File: src/rtl/irqf_pkg.sv
package irqf_pkg;
    localparam int FLAG_N   = 3;
    localparam int TMR_BIT  = 0;
    localparam int CHG_BIT  = 1;
    localparam int EXT_BIT  = 2;

    typedef enum logic [1:0] {
        EX_WAIT = 2'd0,
        EX_HIGH = 2'd1,
        EX_LOW  = 2'd2
    } ext_state_t;

    typedef enum logic {
        PC_WARM  = 1'b0,
        PC_TRACK = 1'b1
    } chg_state_t;
endpackage

File: src/rtl/irqf_sync.sv
module irqf_sync #(
    parameter int         W       = 1,
    parameter int         STAGES  = 2,
    parameter logic [W-1:0] RST_VAL = '0
) (
    input  logic         clk_i,
    input  logic         rst_n_i,
    input  logic [W-1:0] d_i,
    output logic [W-1:0] q_o
);
    logic [STAGES-1:0][W-1:0] stage_q;

    always_ff @(posedge clk_i) begin
        if (!rst_n_i) stage_q[0] <= RST_VAL;
        else          stage_q[0] <= d_i;
    end

    for (genvar s = 1; s < STAGES; s++) begin : g_stage
        always_ff @(posedge clk_i) begin
            if (!rst_n_i) stage_q[s] <= RST_VAL;
            else          stage_q[s] <= stage_q[s-1];
        end
    end

    assign q_o = stage_q[STAGES-1];
endmodule

File: src/rtl/irqf_fall_fsm.sv
module irqf_fall_fsm
    import irqf_pkg::*;
(
    input  logic clk_i,
    input  logic rst_n_i,
    input  logic lvl_i,
    output logic fall_o
);
    ext_state_t state_q, state_d;

    always_ff @(posedge clk_i) begin
        if (!rst_n_i) state_q <= EX_WAIT;
        else          state_q <= state_d;
    end

    always_comb begin
        state_d = state_q;
        fall_o  = 1'b0;
        unique case (state_q)
            EX_WAIT: if (lvl_i) state_d = EX_HIGH;
            EX_HIGH: if (!lvl_i) begin
                         state_d = EX_LOW;
                         fall_o  = 1'b1;
                     end
            EX_LOW:  if (lvl_i) state_d = EX_HIGH;
            default: state_d = EX_WAIT;
        endcase
    end
endmodule

File: src/rtl/irqf_chg_fsm.sv
module irqf_chg_fsm
    import irqf_pkg::*;
#(
    parameter int W        = 4,
    parameter int WARM_LEN = 3
) (
    input  logic         clk_i,
    input  logic         rst_n_i,
    input  logic [W-1:0] lvl_i,
    output logic         chg_o
);
    localparam int CW = $clog2(WARM_LEN + 1);
    localparam logic [CW-1:0] WARM_LAST = CW'(WARM_LEN - 1);

    chg_state_t    state_q, state_d;
    logic [CW-1:0] cnt_q, cnt_d;
    logic [W-1:0]  ref_q;

    always_ff @(posedge clk_i) begin
        if (!rst_n_i) begin
            state_q <= PC_WARM;
            cnt_q   <= '0;
            ref_q   <= '0;
        end else begin
            state_q <= state_d;
            cnt_q   <= cnt_d;
            ref_q   <= lvl_i;
        end
    end

    always_comb begin
        state_d = state_q;
        cnt_d   = cnt_q;
        chg_o   = 1'b0;
        unique case (state_q)
            PC_WARM: begin
                cnt_d = cnt_q + 1'b1;
                if (cnt_q == WARM_LAST) state_d = PC_TRACK;
            end
            PC_TRACK: chg_o = (lvl_i != ref_q);
            default:  state_d = PC_WARM;
        endcase
    end
endmodule

File: src/rtl/irqf_flag_bank.sv
module irqf_flag_bank #(
    parameter int N = 3
) (
    input  logic         clk_i,
    input  logic         rst_n_i,
    input  logic [N-1:0] set_i,
    input  logic         wr_en_i,
    input  logic [N-1:0] keep_i,
    output logic [N-1:0] flag_o
);
    logic [N-1:0] flag_q;

    for (genvar i = 0; i < N; i++) begin : g_flag
        always_ff @(posedge clk_i) begin
            if (!rst_n_i)
                flag_q[i] <= 1'b0;
            else if (set_i[i])
                flag_q[i] <= 1'b1;
            else if (wr_en_i && !keep_i[i])
                flag_q[i] <= 1'b0;
        end
    end

    assign flag_o = flag_q;
endmodule

File: src/rtl/irq_flag_reg.sv
module irq_flag_reg
    import irqf_pkg::*;
#(
    parameter int PORT_W      = 4,
    parameter int REG_W       = 8,
    parameter int SYNC_STAGES = 2
) (
    input  logic              clk_i,
    input  logic              rst_n_i,
    input  logic              ext_irq_n_i,
    input  logic [PORT_W-1:0] port_i,
    input  logic              tmr_ovf_i,
    input  logic              wr_en_i,
    input  logic [REG_W-1:0]  wr_data_i,
    input  logic [FLAG_N-1:0] en_i,
    output logic [REG_W-1:0]  rd_data_o,
    output logic              irq_o
);
    localparam int WARM_LEN = SYNC_STAGES + 1;

    logic              ext_lvl;
    logic [PORT_W-1:0] port_lvl;
    logic              ext_fall;
    logic              port_chg;
    logic [FLAG_N-1:0] set_vec;
    logic [FLAG_N-1:0] flags;
    logic              unused_wr_hi;

    irqf_sync #(.W(1), .STAGES(SYNC_STAGES), .RST_VAL(1'b0)) u_ext_sync (
        .clk_i   (clk_i),
        .rst_n_i (rst_n_i),
        .d_i     (ext_irq_n_i),
        .q_o     (ext_lvl)
    );

    irqf_sync #(.W(PORT_W), .STAGES(SYNC_STAGES), .RST_VAL('0)) u_port_sync (
        .clk_i   (clk_i),
        .rst_n_i (rst_n_i),
        .d_i     (port_i),
        .q_o     (port_lvl)
    );

    irqf_fall_fsm u_ext_det (
        .clk_i   (clk_i),
        .rst_n_i (rst_n_i),
        .lvl_i   (ext_lvl),
        .fall_o  (ext_fall)
    );

    irqf_chg_fsm #(.W(PORT_W), .WARM_LEN(WARM_LEN)) u_port_det (
        .clk_i   (clk_i),
        .rst_n_i (rst_n_i),
        .lvl_i   (port_lvl),
        .chg_o   (port_chg)
    );

    always_comb begin
        set_vec          = '0;
        set_vec[EXT_BIT] = ext_fall;
        set_vec[CHG_BIT] = port_chg;
        set_vec[TMR_BIT] = tmr_ovf_i;
    end

    irqf_flag_bank #(.N(FLAG_N)) u_flags (
        .clk_i   (clk_i),
        .rst_n_i (rst_n_i),
        .set_i   (set_vec),
        .wr_en_i (wr_en_i),
        .keep_i  (wr_data_i[FLAG_N-1:0]),
        .flag_o  (flags)
    );

    assign unused_wr_hi = &{1'b0, wr_data_i[REG_W-1:FLAG_N]};

    assign rd_data_o = {{(REG_W-FLAG_N){1'b0}}, flags};
    assign irq_o     = |(flags & en_i);
endmodule

File: config.mk
export PLATFORM = sky130hd
export DESIGN_NAME = irq_flag_reg
export DESIGN_NICKNAME = d
export VERILOG_FILES = /design/src/rtl/irqf_pkg.sv /design/src/rtl/irqf_sync.sv /design/src/rtl/irqf_fall_fsm.sv /design/src/rtl/irqf_chg_fsm.sv /design/src/rtl/irqf_flag_bank.sv /design/src/rtl/irq_flag_reg.sv
export SDC_FILE = /design/constraint.sdc
export NUM_CORES = 1
export LEC_CHECK = 0
export ABC_AREA = 0
export ABC_CLOCK_PERIOD_IN_PS = 1400
export BUFFER_PORTS_ARGS = -buffer_cell sky130_fd_sc_hd__buf_2
export CAP_MARGIN = 20
export CORE_MARGIN = 2
export CORE_UTILIZATION = 45
export CTS_BUF_LIST = sky130_fd_sc_hd__clkbuf_4 sky130_fd_sc_hd__clkbuf_8 sky130_fd_sc_hd__clkbuf_16
export CTS_CLUSTER_DIAMETER = 40
export DETAILED_ROUTE_END_ITERATION = 16
export PLACE_DENSITY = 0.74
export SETUP_SLACK_MARGIN = 0.05
export SLEW_MARGIN = 30
export SYNTH_ARGS = -nofsm -noshare
export SYNTH_HDL_FRONTEND = slang
export SYNTH_SLANG_ARGS = --single-unit
export TNS_END_PERCENT = 100
File: constraint.sdc
create_clock -name clk_i -period 1.4 [get_ports clk_i]
set_clock_uncertainty 0.15 [all_clocks]
set_input_delay 0.07 -clock clk_i [delete_from_list [all_inputs] [get_ports clk_i]]
set_output_delay 0.07 -clock clk_i [all_outputs]
set_load 0.03 [all_outputs]
Word level (Yosys, flattened, before mapping)
Cells that the tools add are included.

Register bits after elaboration: 22. Output and inout port bits: 9. Logic and storage cells: 46.

Add/subtract/negate cells: 1. Eq/ne operators: 6. Multiplexer cells: 14. Bitwise operators: 1. Reductions and logical operators: 13.

Operators by type and width (count): 1-bit 2-to-1 mux (11); 2-bit nonzero test (3); 2-bit equality test (second input constant) (2); 2-bit 2-to-1 mux (2); 4-bit inequality test (1); 2-bit case mux with 2 select lines (1); 3-bit bitwise AND (1); 1-bit logical AND (3); 1-bit logical NOT (3); 3-bit OR reduction (1); 2-bit by 1-bit adder with 2-bit output (second input constant) (1); 2-bit by 1-bit equality test with 1-bit output (second input constant) (1); 2-bit logical NOT (1); 2-bit by 1-bit inequality test with 1-bit output (second input constant) (1); 2-bit inequality test (second input constant) (1); 2-bit AND reduction (1); 2-bit OR reduction (1).

Longest topological paths before layout
Gate-level depths: netlist (run 1).

Word-level depth: 4. Depth in mapped cells: 4. Mapped depth without buffers: 4.

By module
Synthesis (run 1) repeated with hierarchy kept, for this count alone.

Cell total of the unflattened synthesis: 75. Area total of the unflattened synthesis: 817.0 sq um.

By module, submodules not included: irqf_chg_fsm (times used 1, cells each 24, area each 267.8 sq um); irqf_sync at u_port_sync (times used 1, cells each 20, area each 240.2 sq um); irqf_flag_bank (times used 1, cells each 12, area each 123.9 sq um); irqf_fall_fsm (times used 1, cells each 7, area each 77.6 sq um); irq_flag_reg (times used 1, cells each 8, area each 55.1 sq um); irqf_sync at u_ext_sync (times used 1, cells each 4, area each 52.6 sq um).

Worst setup path after synthesis (run 1)
Ideal clock, no wire load.

Path type: register to output. Start: reg u_flags.flag_q[0] (netlist: u_flags.flag_o[0]). End: out irq_o. Data arrival time: 0.922 ns. Required time: 1.180 ns. Setup slack: 0.258 ns. Stages on the path, launching flop included: 3. Buffers on the path: 0. Cell sequence: dfxtp_1 > a222oi_1 > inv_1.

Longest elaborated chain between the ends: 2.

RTL lines: start, declared (line irqf_flag_bank.sv:11) `logic [N-1:0] flag_q;`; start signal, assigned by index (line irqf_flag_bank.sv:16) `flag_q[i] <= 1'b0;`; start signal, assigned by index (line irqf_flag_bank.sv:18) `flag_q[i] <= 1'b1;`; start signal, assigned by index (line irqf_flag_bank.sv:20) `flag_q[i] <= 1'b0;`; 3-bit bitwise AND (line irq_flag_reg.sv:76) `assign irq_o = |(flags & en_i);`; 3-bit OR reduction (line irq_flag_reg.sv:76); end, declared (line irq_flag_reg.sv:17) `output logic irq_o`.

No other way between the ends.

Final worst setup path (run 1)
Start: reg u_flags.flag_q[2] (netlist: u_flags.flag_o[2]). End: out irq_o.

The elaborated chain is that of the path after synthesis.

==> results of run 1 <==
cells by family after synthesis:
kind of cell / synth area share [%]
flops: 57.5
buf+inv: 7.84
simple gates: 16.0
fa+ha+maj: 1.63
compound gates: 9.64
other cells: 0.490
xor+xnor: 6.86
worst max-delay path, cell delays in order (launching register included):
cell and delay [ns]:
dfxtp_1 0.34, a222oi_1 0.29, inv_1 0.09, buf_6 0.14
registers in the layout, indices dropped and copies added, names as in the netlist:
| name | flops |
|---|---|
| u_port_sync.q_o | 4 |
| u_port_det.ref_q | 4 |
| u_ext_sync.q_o | 1 |
| u_ext_det.state_q | 2 |
| u_port_det.state_q | 1 |
| u_port_sync.stage_q | 4 |
| u_flags.flag_o | 3 |
| u_port_det.cnt_q | 2 |
| u_ext_sync.stage_q | 1 |
cell type report:
class | instances | area (um2)
Clock buffer | 4 | 36.3
Multi-Input combinational cell | 44 | 280
Inverter | 4 | 15.0
Sequential cell | 22 | 442
Tap cell | 16 | 20.0
Fill cell | 123 | 559
Timing Repair Buffer | 29 | 206
per-layer routing:
layer	GRT usage, %	share of wire [%]	vias up
li1	-	-	283
met1	12.8	41	229
met2	26.3	49	21
met3	4.80	6.5	6
met4	10.6	3.7	0
met5	0	0	-
Yosys cell counts, drive strengths merged:
master | instances | area (um2)
a21boi | 3 | 22.5
a21oi | 1 | 5.00
a222oi | 1 | 10.0
and2 | 16 | 100
buf | 5 | 37.5
clkbuf | 2 | 7.51
conb | 1 | 3.75
dfxtp | 22 | 440
ha | 1 | 12.5
inv | 4 | 15.0
nand2 | 3 | 11.3
nor2 | 1 | 3.75
nor3b | 1 | 7.51
o21a | 1 | 7.51
o21ai | 4 | 20.0
o41ai | 1 | 8.76
xnor2 | 2 | 17.5
xor2 | 4 | 35.0
power by group through the flow:
stage | clock network, mW | logic, mW | registers (mW)
2_1_floorplan | 0 | 0.137 | 0.749
3_3_place_gp | 0 | 0.178 | 0.738
3_5_place_dp | 0 | 0.194 | 0.748
4_1_cts | 0.344 | 0.223 | 0.733
5_1_grt | 0.374 | 0.248 | 0.742
6_report | 0.332 | 0.219 | 0.732
metrics by stage:
stage	worst slack, ns	power, mW
after global routing	-0.0608	1.36
after global placement	0.212	0.916
after CTS	0.00592	1.30
final	0.0152	1.28
after detailed placement	0.202	0.941
after floorplan	0.258	0.886
timing repair:
action / 4_1_cts / 5_1_grt
buffers inserted: 0 / 0
hold buffers: 11 / 0
endpoints found under the hold margin: 10 / 0
pin swaps: 0 / 0
gates resized for setup: 3 / 0
endpoints found under the setup margin: 1 / 1
final timing paths:
check | start | end | slack (ns) | depth (start not counted)
max | u_flags.flag_o[2] | irq_o | 0.02 | 3
min | u_port_sync.stage_q[0] | u_port_sync.q_o[0] | 0.29 | 1
max reg2reg | u_port_det.cnt_q[0] | u_port_det.cnt_q[1] | 0.21 | 4
min reg2reg | u_port_sync.stage_q[0] | u_port_sync.q_o[0] | 0.29 | 1
==> impl_metrics.yaml, run 1 <==
worst_setup_path:
  setup.worst_path.class: "flip-flop to output pin"
  cp.arrival_ns: 1.16
  crit_path_max_fanout: 3
  cp-start-kind: "flip-flop"
  critical_path_required_ns: 1.18
  end_kind: "output pin"
sta:
  setup_tns_ns: 0
  hold_ws_ns: 0.288
  rsz0062_at_grt: "true"
  setup_violations: 0
  hold_viol: 0
  fin_crit_ns: 1.38
  fmax_mhz: 722
  drv_slew: 0
  timing.final.crit_share_pct: 98.9
die:
  design.core.area_um2: 1560
  initial_core_util_pct: 49.1
  die_x_um: 45.3
  rows: 14
  io_pins: 29
  fp.dieArea_um2: 2050
  die_h_um: 45.3
power_and_ir_drop:
  p_int_mw: 0.962
  p_sw_share_pct: 25.0
  p_comb_share_pct: 17.1
  power_frac_seq_pct: 57.0
  p_leak_nw: 0.473
  peakVddDrop_uv: 763
  clkPwrFrac_pct: 25.9
  power_density_nw_per_um2: 1280
  netSwitchingPower_mw: 0.321
cells_and_area:
  final_cell_area_um2: 1000
  final_common_cell: "dfxtp_1"
  final_util_pct: 64.1
  layout.nets: 125
  drive_gt1_share_pct: 22.3
  final_cell_mix: "21 x dfxtp_1, 17 x buf_2, 16 x and2_1"
  diodes: 0
  finalNonFillerCells: 119
  syn_to_final_growth_pct: 30.6
logic_synthesis:
  synth-seq-cells: 22
  yosysUniqueCellTypes: 19
  synth_warnings: 0
  syn_area_per_cell_um2: 10.5
  ys_seq_area_share_pct: 57.5
  syn-cell-area_um2: 766
  synthCells: 73
global_routing:
  grt_pass1_wl_mm: 1.99
  grt_overflow: 0
  grt_pass1_vias: 519
  grt_max_degree: 23
  grt.total_usage_pct: 14.4
  antenna_found_initial: 0
drt:
  drt-total-wl_mm: 1.19
  first_pass_iters: 6
  wire_per_inst_um: 10.0
  drt-initial-drc-count: 7
  remaining_drc_errors: 0
  routed-via-count: 539
  vias_per_cell: 4.53
  ant_nets: 0
place:
  dp.cells: 104
  io_buffers: 18
  dp_hpwl_um: 771
  dpl_cell_area_um2: 846
  globalplace.congestion: 0.643
run:
  drv_cap: 0
clock_network:
  cts_tree: "done"
  h-tree-depth: 1
  cts_max_path_buffers: 2
  cts-root-buf: "clkbuf_4"
  cts.clk_slew.worst_paths_ns: 0.11
  cts_buffers: 3
  clkSinkCount: 22
  clock_latency_ns: 0.30
worst_hold_path:
  hold_class: "flip-flop to flip-flop"
outcome:
  status: "complete, no violations"
(Power assumes the default switching activity.)
==> run 2, diff against run 1 <==
--- a/config.mk
+++ b/config.mk
@@ -9,12 +9,12 @@
 export ABC_CLOCK_PERIOD_IN_PS = 1400
 export BUFFER_PORTS_ARGS = -buffer_cell sky130_fd_sc_hd__buf_2
 export CAP_MARGIN = 20
-export CORE_MARGIN = 2
+export CORE_MARGIN = 10
 export CORE_UTILIZATION = 45
 export CTS_BUF_LIST = sky130_fd_sc_hd__clkbuf_4 sky130_fd_sc_hd__clkbuf_8 sky130_fd_sc_hd__clkbuf_16
 export CTS_CLUSTER_DIAMETER = 40
 export DETAILED_ROUTE_END_ITERATION = 16
-export PLACE_DENSITY = 0.74
+export PLACE_DENSITY = 0.71
 export SETUP_SLACK_MARGIN = 0.05
 export SLEW_MARGIN = 30
 export SYNTH_ARGS = -nofsm -noshare
==> run 2 against run 1 <==
Compared with the run above: largest cell class unchanged; critical endpoint unchanged; register-to-register slack about the same; die area increased by 83%; cell area increased by 1.6%; largest power group unchanged; total power increased by 10%; first-iteration DRC count decreased by 14%.
==> impl_metrics.yaml, run 2 (synthesis gave the netlist of run 1 again) <==
die:
  fp.dieArea_um2: 3750
  die_h_um: 61.3
  die_x_um: 61.3
  io_pins: 29
  design.core.area_um2: 1560
  initial_core_util_pct: 49.1
  rows: 14
sta:
  setup_violations: 0
  fin_crit_ns: 1.40
  hold_viol: 0
  setup_tns_ns: 0
  timing.final.crit_share_pct: 99.7
  fmax_mhz: 717
  rsz0062_at_grt: "true"
  drv_slew: 0
  hold_ws_ns: 0.288
worst_hold_path:
  hold_path_depth: 1
  hold_start: "u_port_sync.stage_q[0]"
  hold_end: "u_port_sync.q_o[0]"
  hold_class: "flip-flop to flip-flop"
cells_and_area:
  layout.nets: 125
  final_util_pct: 65.2
  final_common_cell: "dfxtp_1"
  final_cell_mix: "21 x dfxtp_1, 17 x buf_2, 16 x and2_1"
  multi_input_area_um2: 280
  seqCellArea_um2: 442
  nFillCells: 124
  diodes: 0
  syn_to_final_growth_pct: 32.7
  drive_gt1_share_pct: 22.3
power_and_ir_drop:
  power_frac_seq_pct: 51.6
  p_total_mw: 1.42
  power_density_nw_per_um2: 1390
  netSwitchingPower_mw: 0.325
  peakVddDrop_uv: 982
  p_leak_nw: 0.480
  p_sw_share_pct: 22.9
  clkPwrFrac_pct: 33.2
  p_comb_share_pct: 15.3
  p_int_mw: 1.09
drt:
  remaining_drc_errors: 0
  drt-initial-drc-count: 6
  wire_per_inst_um: 10.7
  drt-total-wl_mm: 1.28
  first_pass_iters: 4
  ant_nets: 0
  routed-via-count: 523
  vias_per_cell: 4.39
worst_setup_path:
  crit_path_max_incr_delay_ns: 0.34
  crit_path_max_fanout: 3
  crit_chain: "a222oi_1, inv_1, buf_6"
  reg2reg_from: "u_port_det.ref_q[1]"
  reg2reg_slack_ns: 0.20
  cp.arrival_ns: 1.18
  r2r_end: "u_flags.flag_o[1]"
  setup.worst_path.class: "flip-flop to output pin"
  critical_path_required_ns: 1.18
  reg2reg_depth: 3
  end_kind: "output pin"
  cp-start-kind: "flip-flop"
  crit_slowest_cell: "dfxtp_2"
place:
  globalplace.congestion: 0.662
  io_buffers: 18
  dp_hpwl_um: 872
clock_network:
  cts_max_path_buffers: 2
  cts-root-buf: "clkbuf_4"
  cts_setup_buffers: 0
  clock_latency_ns: 0.30
  clkSinkCount: 22
  cts.clk_slew.worst_paths_ns: 0.11
  cts_buffers: 3
  h-tree-depth: 1
  cts_tree: "done"
global_routing:
  grt_pass1_vias: 478
  grt.total_usage_pct: 7.14
  grt_pass1_wl_mm: 2.02
  antenna_found_initial: 0
  grt_max_degree: 23
  grt_overflow: 0
outcome:
  status: "complete, no violations"
run:
  drv_cap: 0
[run 2: cell count changes in the layout (fill, tap and decap cells not counted)]
cell / delta
bufinv_16: +1
clkbuf_8: -1
[run 2: power groups by stage]
stage	combinational [mW]	sequential (mW)	clock, mW
floorplan	0.137	0.749	0
global placement	0.179	0.739	0
detailed placement	0.185	0.745	0
CTS	0.216	0.732	0.482
global route	0.241	0.741	0.511
finish	0.216	0.730	0.470
[run 2: worst max path at each step]
stage / start / slack [ns] / to
6_report: u_flags.flag_o[0] / 0.005 / irq_o
4_1_cts: u_flags.flag_o[0] / -0.005 / irq_o
5_1_grt: u_flags.flag_o[0] / -0.09 / irq_o
3_5_place_dp: u_port_det.ref_q[1] / 0.22 / u_flags.flag_o[1]
2_1_floorplan: u_flags.flag_o[0] / 0.26 / irq_o
3_3_place_gp: u_port_det.ref_q[1] / 0.21 / u_flags.flag_o[1]
[run 2: area by class of cell]
type                       instances  share of cell area (%)
timing repair buffer              29                    20.3
sequential                        22                    43.5
multi-input combinational         44                    27.6
clock inverter                     1                    2.96
inverter                           4                    1.48
clock buffer                       3                    2.22
tap                               16                    1.97
[run 2: timing repair]
action	4_1_cts	5_1_grt
resized for setup	3	0
hold buffers	11	0
hold endpoints to repair	9	0
gates cloned	0	0
endpoints found under the setup margin	1	1
pin swaps	0	0
[run 2: through the flow]
| step | instances | cell area [um2] | setup WS, ns |
|---|---|---|---|
| 2_1_floorplan | 77 | 781 | 0.258 |
| 3_3_place_gp | 104 | 846 | 0.212 |
| 3_5_place_dp | 104 | 846 | 0.221 |
| 4_1_cts | 119 | 1020 | -0.00543 |
| 5_1_grt | 119 | 1020 | -0.0931 |
| 6_report | 119 | 1020 | 0.00468 |
[run 2: per-layer routing]
layer	vias to the layer above	track usage (%)	routed length (um)
met4	0	4.89	19
met2	19	11.8	532
met5	-	0	0
met3	2	2.88	154
met1	216	7.24	570
li1	286	-	-
[run 2: worst max-delay path: cells and delay by family, from the launching register on]
kind,cells,cell delay [ns]
flops,1,0.34
compound gates,1,0.30
buf+inv,2,0.23
==> run 3, diff against run 2 <==
--- a/config.mk
+++ b/config.mk
@@ -6,15 +6,15 @@
 export NUM_CORES = 1
 export LEC_CHECK = 0
 export ABC_AREA = 0
-export ABC_CLOCK_PERIOD_IN_PS = 1400
-export BUFFER_PORTS_ARGS = -buffer_cell sky130_fd_sc_hd__buf_2
+export ABC_CLOCK_PERIOD_IN_PS = 1350
 export CAP_MARGIN = 20
 export CORE_MARGIN = 10
-export CORE_UTILIZATION = 45
+export CORE_UTILIZATION = 57
 export CTS_BUF_LIST = sky130_fd_sc_hd__clkbuf_4 sky130_fd_sc_hd__clkbuf_8 sky130_fd_sc_hd__clkbuf_16
 export CTS_CLUSTER_DIAMETER = 40
 export DETAILED_ROUTE_END_ITERATION = 16
-export PLACE_DENSITY = 0.71
+export DONT_BUFFER_PORTS = 1
+export PLACE_DENSITY = 0.69
 export SETUP_SLACK_MARGIN = 0.05
 export SLEW_MARGIN = 30
 export SYNTH_ARGS = -nofsm -noshare
==> constraint.sdc (replaced) <==
create_clock -name clk_i -period 1.35 [get_ports clk_i]
set_clock_uncertainty 0.15 [all_clocks]
set_input_delay 0.0675 -clock clk_i [delete_from_list [all_inputs] [get_ports clk_i]]
set_output_delay 0.0675 -clock clk_i [all_outputs]
set_load 0.03 [all_outputs]
==> run 3 against run 2 <==
Compared with the run above: critical path depth fell by 1; the flow now finishes with violations (setup timing); worst setup slack got worse by 0.0060 ns; first-iteration DRC count is 33% lower; combinational power decreased by 9%; utilization is 5.7 points higher; flip-flop and latch count is the same; global-route usage grew 0.43 points; critical endpoint unchanged; clock power decreased by 44%.
==> impl_metrics.yaml, run 3 (synthesis gave the netlist of run 1 again) <==
cells_and_area:
  layout.nets: 110
  final_cell_mix: "21 x dfxtp_1, 16 x and2_1, 11 x dlygate4sd3_1"
  diodes: 0
  final_common_cell: "dfxtp_1"
  finalNonFillerCells: 102
  drive_gt1_share_pct: 9.20
  syn_to_final_growth_pct: 19.0
  final_cell_area_um2: 911
die:
  fp.dieArea_um2: 3210
  die_h_um: 56.7
  rows: 13
  design.core.area_um2: 1280
  die_x_um: 56.7
  initial_core_util_pct: 59.6
  io_pins: 29
clock_network:
  cts_tree: "done"
  cts_buffers: 3
  cts_setup_buffers: 0
  h-tree-depth: 1
  cts.clk_slew.worst_paths_ns: 0.10
  clkSinkCount: 22
  clock_latency_ns: 0.28
  cts_max_path_buffers: 2
  cts-root-buf: "clkbuf_4"
sta:
  slew_headroom_pct: 62.9
  timing.final.crit_share_pct: 100
  rsz0062_at_grt: "true"
  setup_violations: 1
  hold_viol: 0
  worst_pin_slew_ns: 0.554
  drv_slew: 0
  fin_crit_ns: 1.35
  hold_ws_ns: 0.183
  fin_ws_ns: -0.00130
  fmax_mhz: 740
place:
  dpl_cell_area_um2: 777
  io_buffers: 0
  globalplace.congestion: 0.624
  dp.cells: 88
  place_ws_ns: 0.164
drt:
  drt-total-wl_mm: 1.15
  wire_per_inst_um: 11.3
  ant_nets: 0
  drt-initial-drc-count: 4
  vias_per_cell: 4.71
  routed-via-count: 480
  remaining_drc_errors: 0
  first_pass_iters: 4
run:
  drv_cap: 0
power_and_ir_drop:
  p_leak_nw: 0.403
  peakVddDrop_uv: 934
  power_density_nw_per_um2: 1330
global_routing:
  grt_pass1_vias: 485
  grt.total_usage_pct: 7.57
  grt_max_degree: 23
  antenna_found_initial: 0
  grt_overflow: 0
  grt_pass1_wl_mm: 2.01
worst_hold_path:
  hold_start: "en_i[1]"
  hold_class: "input port to output pin"
outcome:
  status: "finished with violations"
  violations: "setup timing"
worst_setup_path:
  crit_path_max_fanout: 3
  cp.arrival_ns: 1.13
  critical_path_required_ns: 1.13
  cp-start-kind: "flip-flop"
  end_kind: "output pin"
  crit_start: "u_flags.flag_o[0]"
  setup.worst_path.class: "flip-flop to output pin"
  reg2reg_from: "u_port_det.ref_q[0]"
==> run 3: cell types whose count changed in the layout (fill, tap and decap cells not counted) <==
cell and delta:
buf_4 +3, inv_1 -1, buf_6 -1, inv_2 +1, buf_2 -17, bufinv_16 -1
==> run 3: power by group <==
group          internal [mW]  switching (mW)  leakage (nW)
sequential             0.713          0.0417         0.181
combinational          0.101          0.0961         0.208
clock                  0.103           0.158        0.0138
==> run 3: worst paths after layout <==
check,to,slack (ns),cells after the start
worst max-delay path,irq_o,-0.001,2
worst min-delay path,irq_o,0.18,2
worst max register to register,u_flags.flag_o[1],0.15,3
worst min register to register,u_port_sync.q_o[0],0.28,1
==> run 3: cell type report <==
type | instances | area [um2]
well taps | 15 | 18.8
flip-flops and latches | 22 | 442
inverters | 4 | 15.0
multi-input cells | 44 | 280
clock buffers | 3 | 22.5
repair buffers | 14 | 133
fillers | 98 | 374
==> run 3: what timing repair did <==
| action | 4_1_cts | 5_1_grt |
|---|---|---|
| resized for setup | 2 | 0 |
| endpoints found under the setup margin | 1 | 1 |
| hold buffers | 11 | 0 |
| hold endpoints to repair | 22 | 0 |
| pin swaps | 0 | 1 |
==> run 3: metal layers <==
layer / wire (um) / global-route usage (%)
met1: 479 / 8.51
met2: 505 / 11.0
met3: 156 / 4.27
met4: 8 / 4.12
met5: 0 / 0
==> run 3: stage by stage <==
step	power (mW)	util (%)	TNS [ns]
after floorplan	0.919	-	0
after global placement	0.931	60.5	0
after detailed placement	0.933	60.5	0
after CTS	1.23	70.9	-0.0241
after global routing	1.30	70.9	-0.0542
final	1.21	70.9	-0.00130
==> run 3: worst max-delay path: stages, from the launching register on <==
cell and delay [ns]:
dfxtp_2 0.34, a222oi_1 0.35, inv_2 0.16
